## src/rtl/irq_seq_pkg.sv

```systemverilog
package irq_seq_pkg;

  typedef enum logic [2:0] {
    ST_IDLE,
    ST_ACK,
    ST_PUSH_PC,
    ST_PUSH_PSW,
    ST_VECTOR,
    ST_POP_PSW,
    ST_POP_PC
  } seq_state_e;

  typedef enum logic [1:0] {
    SP_HOLD,
    SP_DEC,
    SP_INC
  } sp_op_e;

endpackage

```

## src/rtl/irq_prio_pick.sv

```systemverilog
module irq_prio_pick #(
  parameter int N = 4,
  localparam int IW = (N > 1) ? $clog2(N) : 1
) (
  input  logic [N-1:0]  req,
  output logic [N-1:0]  gnt,
  output logic [IW-1:0] idx,
  output logic          any
);

  always_comb begin
    gnt = '0;
    idx = '0;
    for (int i = N - 1; i >= 0; i--) begin
      if (req[i]) begin
        gnt    = '0;
        gnt[i] = 1'b1;
        idx    = IW'(i);
      end
    end
  end

  assign any = |req;

  always_comb begin
    AST_GNT_LOWEST: assert (((gnt - N'(1)) & req) == '0 || gnt == '0);
  end

endmodule

```

## src/rtl/irq_vec_bank.sv

```systemverilog
module irq_vec_bank #(
  parameter int N = 4,
  parameter int DW = 16,
  parameter logic [DW-1:0] VEC_BASE = 16'h0100,
  parameter int VEC_STRIDE = 16,
  localparam int IW = (N > 1) ? $clog2(N) : 1
) (
  input  logic          clk,
  input  logic          rst_n,
  input  logic          we,
  input  logic [IW-1:0] wsel,
  input  logic [DW-1:0] wdata,
  input  logic [IW-1:0] rsel,
  output logic [DW-1:0] rdata
);

  logic [DW-1:0] vec_q [N];

  for (genvar g = 0; g < N; g++) begin : g_entry
    localparam logic [DW-1:0] RST_VAL = VEC_BASE + DW'(g * VEC_STRIDE);
    always_ff @(posedge clk or negedge rst_n) begin
      if (!rst_n) begin
        vec_q[g] <= RST_VAL;
      end else if (we && wsel == IW'(g)) begin
        vec_q[g] <= wdata;
      end
    end
  end

  assign rdata = vec_q[rsel];

endmodule

```

## src/rtl/irq_stack_ptr.sv

```systemverilog
module irq_stack_ptr
  import irq_seq_pkg::*;
#(
  parameter int SPW = 8,
  parameter logic [SPW-1:0] SP_RESET = 8'hF0
) (
  input  logic           clk,
  input  logic           rst_n,
  input  sp_op_e         op,
  output logic [SPW-1:0] sp,
  output logic [SPW-1:0] sp_dec
);

  assign sp_dec = sp - SPW'(1);

  always_ff @(posedge clk or negedge rst_n) begin
    if (!rst_n) begin
      sp <= SP_RESET;
    end else begin
      unique case (op)
        SP_DEC:  sp <= sp_dec;
        SP_INC:  sp <= sp + SPW'(1);
        default: sp <= sp;
      endcase
    end
  end

  AST_SP_DEC_STEP: assert property (@(posedge clk) disable iff (!rst_n)
    (op == SP_DEC) |=> (sp == $past(sp) - SPW'(1)));

  AST_SP_INC_STEP: assert property (@(posedge clk) disable iff (!rst_n)
    (op == SP_INC) |=> (sp == $past(sp) + SPW'(1)));

endmodule

```

## src/rtl/irq_seq.sv

```systemverilog
module irq_seq
  import irq_seq_pkg::*;
#(
  parameter int NSRC = 4,
  parameter int DW = 16,
  parameter int SPW = 8,
  parameter int IE_BIT = 7,
  parameter logic [SPW-1:0] SP_RESET = 8'hF0,
  parameter logic [DW-1:0] VEC_BASE = 16'h0100,
  parameter int VEC_STRIDE = 16,
  localparam int SRCW = (NSRC > 1) ? $clog2(NSRC) : 1
) (
  input  logic            clk,
  input  logic            rst_n,
  input  logic [NSRC-1:0] irq_req,
  input  logic            instr_done,
  input  logic            iret,
  input  logic [DW-1:0]   next_pc,
  input  logic [DW-1:0]   psw_in,
  input  logic            vec_we,
  input  logic [SRCW-1:0] vec_sel,
  input  logic [DW-1:0]   vec_wdata,
  output logic [NSRC-1:0] irq_ack,
  output logic            stk_we,
  output logic            stk_re,
  output logic [SPW-1:0]  stk_addr,
  output logic [DW-1:0]   stk_wdata,
  input  logic [DW-1:0]   stk_rdata,
  output logic [SPW-1:0]  sp,
  output logic            pc_load,
  output logic [DW-1:0]   pc_load_val,
  output logic            psw_load,
  output logic [DW-1:0]   psw_load_val,
  output logic            fetch_redirect,
  output logic            busy
);

  localparam logic [DW-1:0] IE_MASK = DW'(1) << IE_BIT;

  seq_state_e      state_q, state_d;
  logic [SRCW-1:0] src_q;
  logic [DW-1:0]   ret_pc_q;
  logic [DW-1:0]   psw_q;
  logic [NSRC-1:0] pick_gnt;
  logic [SRCW-1:0] pick_idx;
  logic            pick_any;
  logic [DW-1:0]   vec_rdata;
  logic [SPW-1:0]  sp_dec;
  sp_op_e          sp_op;
  logic            take_irq;
  logic            take_ret;

  irq_prio_pick #(.N(NSRC)) u_pick (
    .req (irq_req),
    .gnt (pick_gnt),
    .idx (pick_idx),
    .any (pick_any)
  );

  irq_vec_bank #(
    .N          (NSRC),
    .DW         (DW),
    .VEC_BASE   (VEC_BASE),
    .VEC_STRIDE (VEC_STRIDE)
  ) u_vec (
    .clk   (clk),
    .rst_n (rst_n),
    .we    (vec_we),
    .wsel  (vec_sel),
    .wdata (vec_wdata),
    .rsel  (src_q),
    .rdata (vec_rdata)
  );

  irq_stack_ptr #(
    .SPW      (SPW),
    .SP_RESET (SP_RESET)
  ) u_sp (
    .clk    (clk),
    .rst_n  (rst_n),
    .op     (sp_op),
    .sp     (sp),
    .sp_dec (sp_dec)
  );

  // Boundary decisions: return wins over a new request in the same cycle.
  assign take_ret = (state_q == ST_IDLE) && iret;
  assign take_irq = (state_q == ST_IDLE) && !iret && instr_done &&
                    psw_in[IE_BIT] && pick_any;

  always_comb begin
    state_d = state_q;
    unique case (state_q)
      ST_IDLE: begin
        if (take_ret) begin
          state_d = ST_POP_PSW;
        end else if (take_irq) begin
          state_d = ST_ACK;
        end
      end
      ST_ACK:      state_d = ST_PUSH_PC;
      ST_PUSH_PC:  state_d = ST_PUSH_PSW;
      ST_PUSH_PSW: state_d = ST_VECTOR;
      ST_VECTOR:   state_d = ST_IDLE;
      ST_POP_PSW:  state_d = ST_POP_PC;
      ST_POP_PC:   state_d = ST_IDLE;
      default:     state_d = ST_IDLE;
    endcase
  end

  always_ff @(posedge clk or negedge rst_n) begin
    if (!rst_n) begin
      state_q  <= ST_IDLE;
      src_q    <= '0;
      ret_pc_q <= '0;
      psw_q    <= '0;
    end else begin
      state_q <= state_d;
      if (take_irq) begin
        src_q    <= pick_idx;
        ret_pc_q <= next_pc;
        psw_q    <= psw_in;
      end else if (state_q == ST_POP_PSW) begin
        psw_q <= stk_rdata;
      end
    end
  end

  always_comb begin
    irq_ack        = '0;
    stk_we         = 1'b0;
    stk_re         = 1'b0;
    stk_addr       = sp;
    stk_wdata      = '0;
    pc_load        = 1'b0;
    pc_load_val    = '0;
    psw_load       = 1'b0;
    psw_load_val   = '0;
    fetch_redirect = 1'b0;
    sp_op          = SP_HOLD;
    unique case (state_q)
      ST_ACK: begin
        irq_ack[src_q] = 1'b1;
      end
      ST_PUSH_PC: begin
        stk_we    = 1'b1;
        stk_addr  = sp_dec;
        stk_wdata = ret_pc_q;
        sp_op     = SP_DEC;
      end
      ST_PUSH_PSW: begin
        stk_we    = 1'b1;
        stk_addr  = sp_dec;
        stk_wdata = psw_q;
        sp_op     = SP_DEC;
      end
      ST_VECTOR: begin
        pc_load        = 1'b1;
        pc_load_val    = vec_rdata;
        psw_load       = 1'b1;
        psw_load_val   = psw_q & ~IE_MASK;
        fetch_redirect = 1'b1;
      end
      ST_POP_PSW: begin
        stk_re = 1'b1;
        sp_op  = SP_INC;
      end
      ST_POP_PC: begin
        stk_re         = 1'b1;
        sp_op          = SP_INC;
        pc_load        = 1'b1;
        pc_load_val    = stk_rdata;
        psw_load       = 1'b1;
        psw_load_val   = psw_q;
        fetch_redirect = 1'b1;
      end
      default: ;
    endcase
  end

  assign busy = (state_q != ST_IDLE);

  AST_ACK_ONEHOT: assert property (@(posedge clk) disable iff (!rst_n)
    $onehot0(irq_ack));

  AST_ACK_AFTER_DONE: assert property (@(posedge clk) disable iff (!rst_n)
    (|irq_ack) |-> $past(instr_done) && !$past(busy));

  AST_ACK_THEN_PUSH: assert property (@(posedge clk) disable iff (!rst_n)
    (|irq_ack) |=> stk_we && !stk_re);

  AST_STK_EXCL: assert property (@(posedge clk) disable iff (!rst_n)
    !(stk_we && stk_re));

  AST_REDIRECT_LOADS: assert property (@(posedge clk) disable iff (!rst_n)
    fetch_redirect |-> pc_load && psw_load);

  AST_BUSY_DROPS: assert property (@(posedge clk) disable iff (!rst_n)
    fetch_redirect |=> !busy);

  AST_IRET_NO_ACK: assert property (@(posedge clk) disable iff (!rst_n)
    (!busy && iret) |=> (irq_ack == '0) && stk_re);

endmodule

```

## config.mk

```make
export PLATFORM = sky130hd
export DESIGN_NAME = irq_seq
export DESIGN_NICKNAME = d
export VERILOG_FILES = /design/src/rtl/irq_seq_pkg.sv /design/src/rtl/irq_prio_pick.sv /design/src/rtl/irq_vec_bank.sv /design/src/rtl/irq_stack_ptr.sv /design/src/rtl/irq_seq.sv
export SDC_FILE = /design/constraint.sdc
export NUM_CORES = 1
export LEC_CHECK = 0
export BUFFER_PORTS_ARGS = -buffer_cell sky130_fd_sc_hd__buf_2
export CORE_MARGIN = 8
export CORE_UTILIZATION = 40
export CTS_CLUSTER_SIZE = 30
export DETAILED_ROUTE_END_ITERATION = 10
export PLACE_DENSITY = 0.63
export SLEW_MARGIN = 20
export SYNTH_ARGS = -nofsm -noshare
export SYNTH_HDL_FRONTEND = slang
export SYNTH_HIERARCHICAL = 1
export SYNTH_SLANG_ARGS = --single-unit
export TNS_END_PERCENT = 10
```

## constraint.sdc

```tcl
create_clock -name clk -period 4.3 [get_ports clk]
set_input_delay 1.075 -clock clk [delete_from_list [all_inputs] [get_ports clk]]
set_output_delay 1.075 -clock clk [all_outputs]
set_load 0.01 [all_outputs]
```

==> results by group <==
Clocking
  – CTS Buf Count: 9
  – Clock Latency Late Sink: 0.35 ns
  – Root Buffer: clkbuf_16
  – Max clock buf depth: 2
  – Hold buffers post-CTS: 0
  – Clock input transition at the sequential cells of the worst setup and hold paths: 0.07 ns
  – CTS tree: done
  – Post-CTS sizing: 0
  – H-tree Lvls: 3
  – Post-CTS setup buffers: 0
  – Sink Count: 109

STA
  – Max frequency: 287.2 MHz
  – Slew @ Worst Pin: 0.9814 ns
  – Final Critical Period: 3.482 ns
  – Final setup viols: 0
  – Final Hold Fails: 0
  – Final Max Tran Viols: 0
  – Tcrit/Tclk final: 80.97%
  – RSZ-0062 raised after global routing: false
  – Slew Limit Headroom: 34.50%
  – Final setup margin: 0.8181 ns
  – Worst Skew: 0.007343 ns
  – Setup TNS: 0 ns

Global route
  – Global route total overflow: 0
  – First-pass GRT wire length: 25.16 mm
  – Total track usage: 16.49%
  – Initial antenna violation count: 2
  – Pin count of the biggest net entering global routing: 74
  – Vias in the first global route: 4,436

Die
  – Top-Level Pins: 149
  – DIE HEIGHT: 138.5 um
  – Row cnt: 44
  – Starting Density: 41.17%
  – Core area: 14,590 sq um
  – Die area: 19,190 sq um
  – Die width: 138.5 um

Place
  – Port-buffer cells: 148
  – Final Wtd Congestion: 0.8348
  – Pre-CTS setup slack: 1.101 ns
  – Placed wire-length estimate: 11.72 mm

Finish
  – NumNets Final: 677
  – Number of fill cells in the layout: 1,301
  – Share of cells above drive strength 1: 51.32%
  – Final Util: 48.92%
  – Area grow syn2layout: 18.81%

Pwr
  – Power density cells: 661.4 nW/um^2
  – Worst vdd ir: 265.9 uV
  – Leakage: 3.484 nW

Detailed routing
  – Routed Antenna Nets: 0
  – Total Wirelength: 15.71 mm
  – Vias/cell: 5.162
  – Drt initial violations: 212
  – Wire per inst: 19.91 um
  – Detailed-route via count: 4,073
  – DRC viols: 0
  – Iteration count of the initial detailed-routing pass: 4

Run status
  – Run status: complete, no violations

Critical path
  – Setup crit end kind: primary output
  – Crit path launch type: register
  – Worst endpoint required time: 3.22 ns
  – Crit path cell chain: buf_4 -> mux4_2 -> mux2i_1 -> nor2_1 -> buf_2
  – Critical path's slowest cell: dfrtp_1
  – Worst endpoint data arrival time: 2.41 ns
  – CP max stage delay: 0.80 ns
  – Max Fanout on Critical Path: 14
  – WS Path Type: reg2out

Synth
  – Syn Nets: 543
  – Synthesized area: 6007 sq um
  – Syn Inst Count: 465
  – Mapped Avg Cell Area: 12.92 sq um
  – Synth warnings: 6

Min path
  – HP Class: reg2reg

Run
  – Max_cap viols: 0
==> cell type report <==
type	count	area, sq um	share of cell area (%)
multi-input cells	314	2994	41.95
flip-flops and latches	109	2743	38.43
well taps	184	230.2	3.226
diodes	1	2.502	0.03506
clock inverters	6	91.34	1.280
inverters	9	33.78	0.4734
clock buffers	10	239.0	3.349
repair buffers	156	803.3	11.26
==> sequential cells by signal, summed over array words and instances (netlist names) <==
name         count
src_q            2
psw_q           16
state_q          3
u_vec/vec_q     64
u_sp/sp          8
ret_pc_q        16
==> worst max-delay path, delay by kind of cell, from the launching register on <==
| family | cells | cell delay (ns) |
|---|---|---|
| flops | 1 | 0.80 |
| simple gates | 1 | 0.09 |
| mux | 2 | 0.64 |
| buf+inv | 2 | 0.52 |
==> power by group <==
group,switching (W),leakage (nW),internal (W)
Sequential,0.000355,1.28,0.00138
Clock,0.000385,0.164,0.000532
Combinational,0.000990,2.04,0.00108
==> worst paths after layout <==
path,endpoint,cells after the start,slack [ns],startpoint
setup / recovery,pc_load_val[4],5,0.82,src_q[0]
hold / removal,u_vec/vec_q[1],1,0.50,u_vec/vec_q[1]
setup reg to reg,u_sp/sp[6],8,1.68,state_q[2]
hold reg to reg,u_vec/vec_q[1],1,0.50,u_vec/vec_q[1]
max in group asynchronous,u_vec/vec_q[56],2,2.54,rst_n
min in group asynchronous,u_sp/sp[1],1,0.83,rst_n
==> layer usage <==
layer  part of all wire, %  track usage (%)
met1                    41            19.92
met2                    51            27.99
met3                   5.7            3.973
met4                   1.6            5.892
met5                 0.064                0
==> stage by stage <==
stage          instances  total power [W]  hold slack (ns)  area [sq um]
2_1_floorplan        465         0.003223           0.4738          6007
3_3_place_gp         772         0.003783           0.4809          6804
3_5_place_dp         772         0.003838           0.4921          6804
4_1_cts              788         0.004767           0.5093          7134
5_1_grt              788         0.005039           0.5127          7134
6_report             789         0.004720           0.5045          7137
==> placed cells by master, fill, tap and decap left out, types with 3 or more instances in the layout <==
master     count
buf_2        147
dfrtp_1       97
mux2_2        65
nor2_1        38
mux2i_1       33
nand2_1       31
mux2_4        29
mux2_1        18
mux4_2        16
and2_1        15
dfstp_2       12
nand2b_1       9
clkbuf_16      9
buf_4          9
xor2_1         9
inv_1          6
a21oi_1        4
inv_2          3
nand3_1        3
o21ai_1        3
inv_6          3
nor3_1         3
xnor2_1        3
ha_1           3
Note: power is estimated with default switching activity, not from simulation.
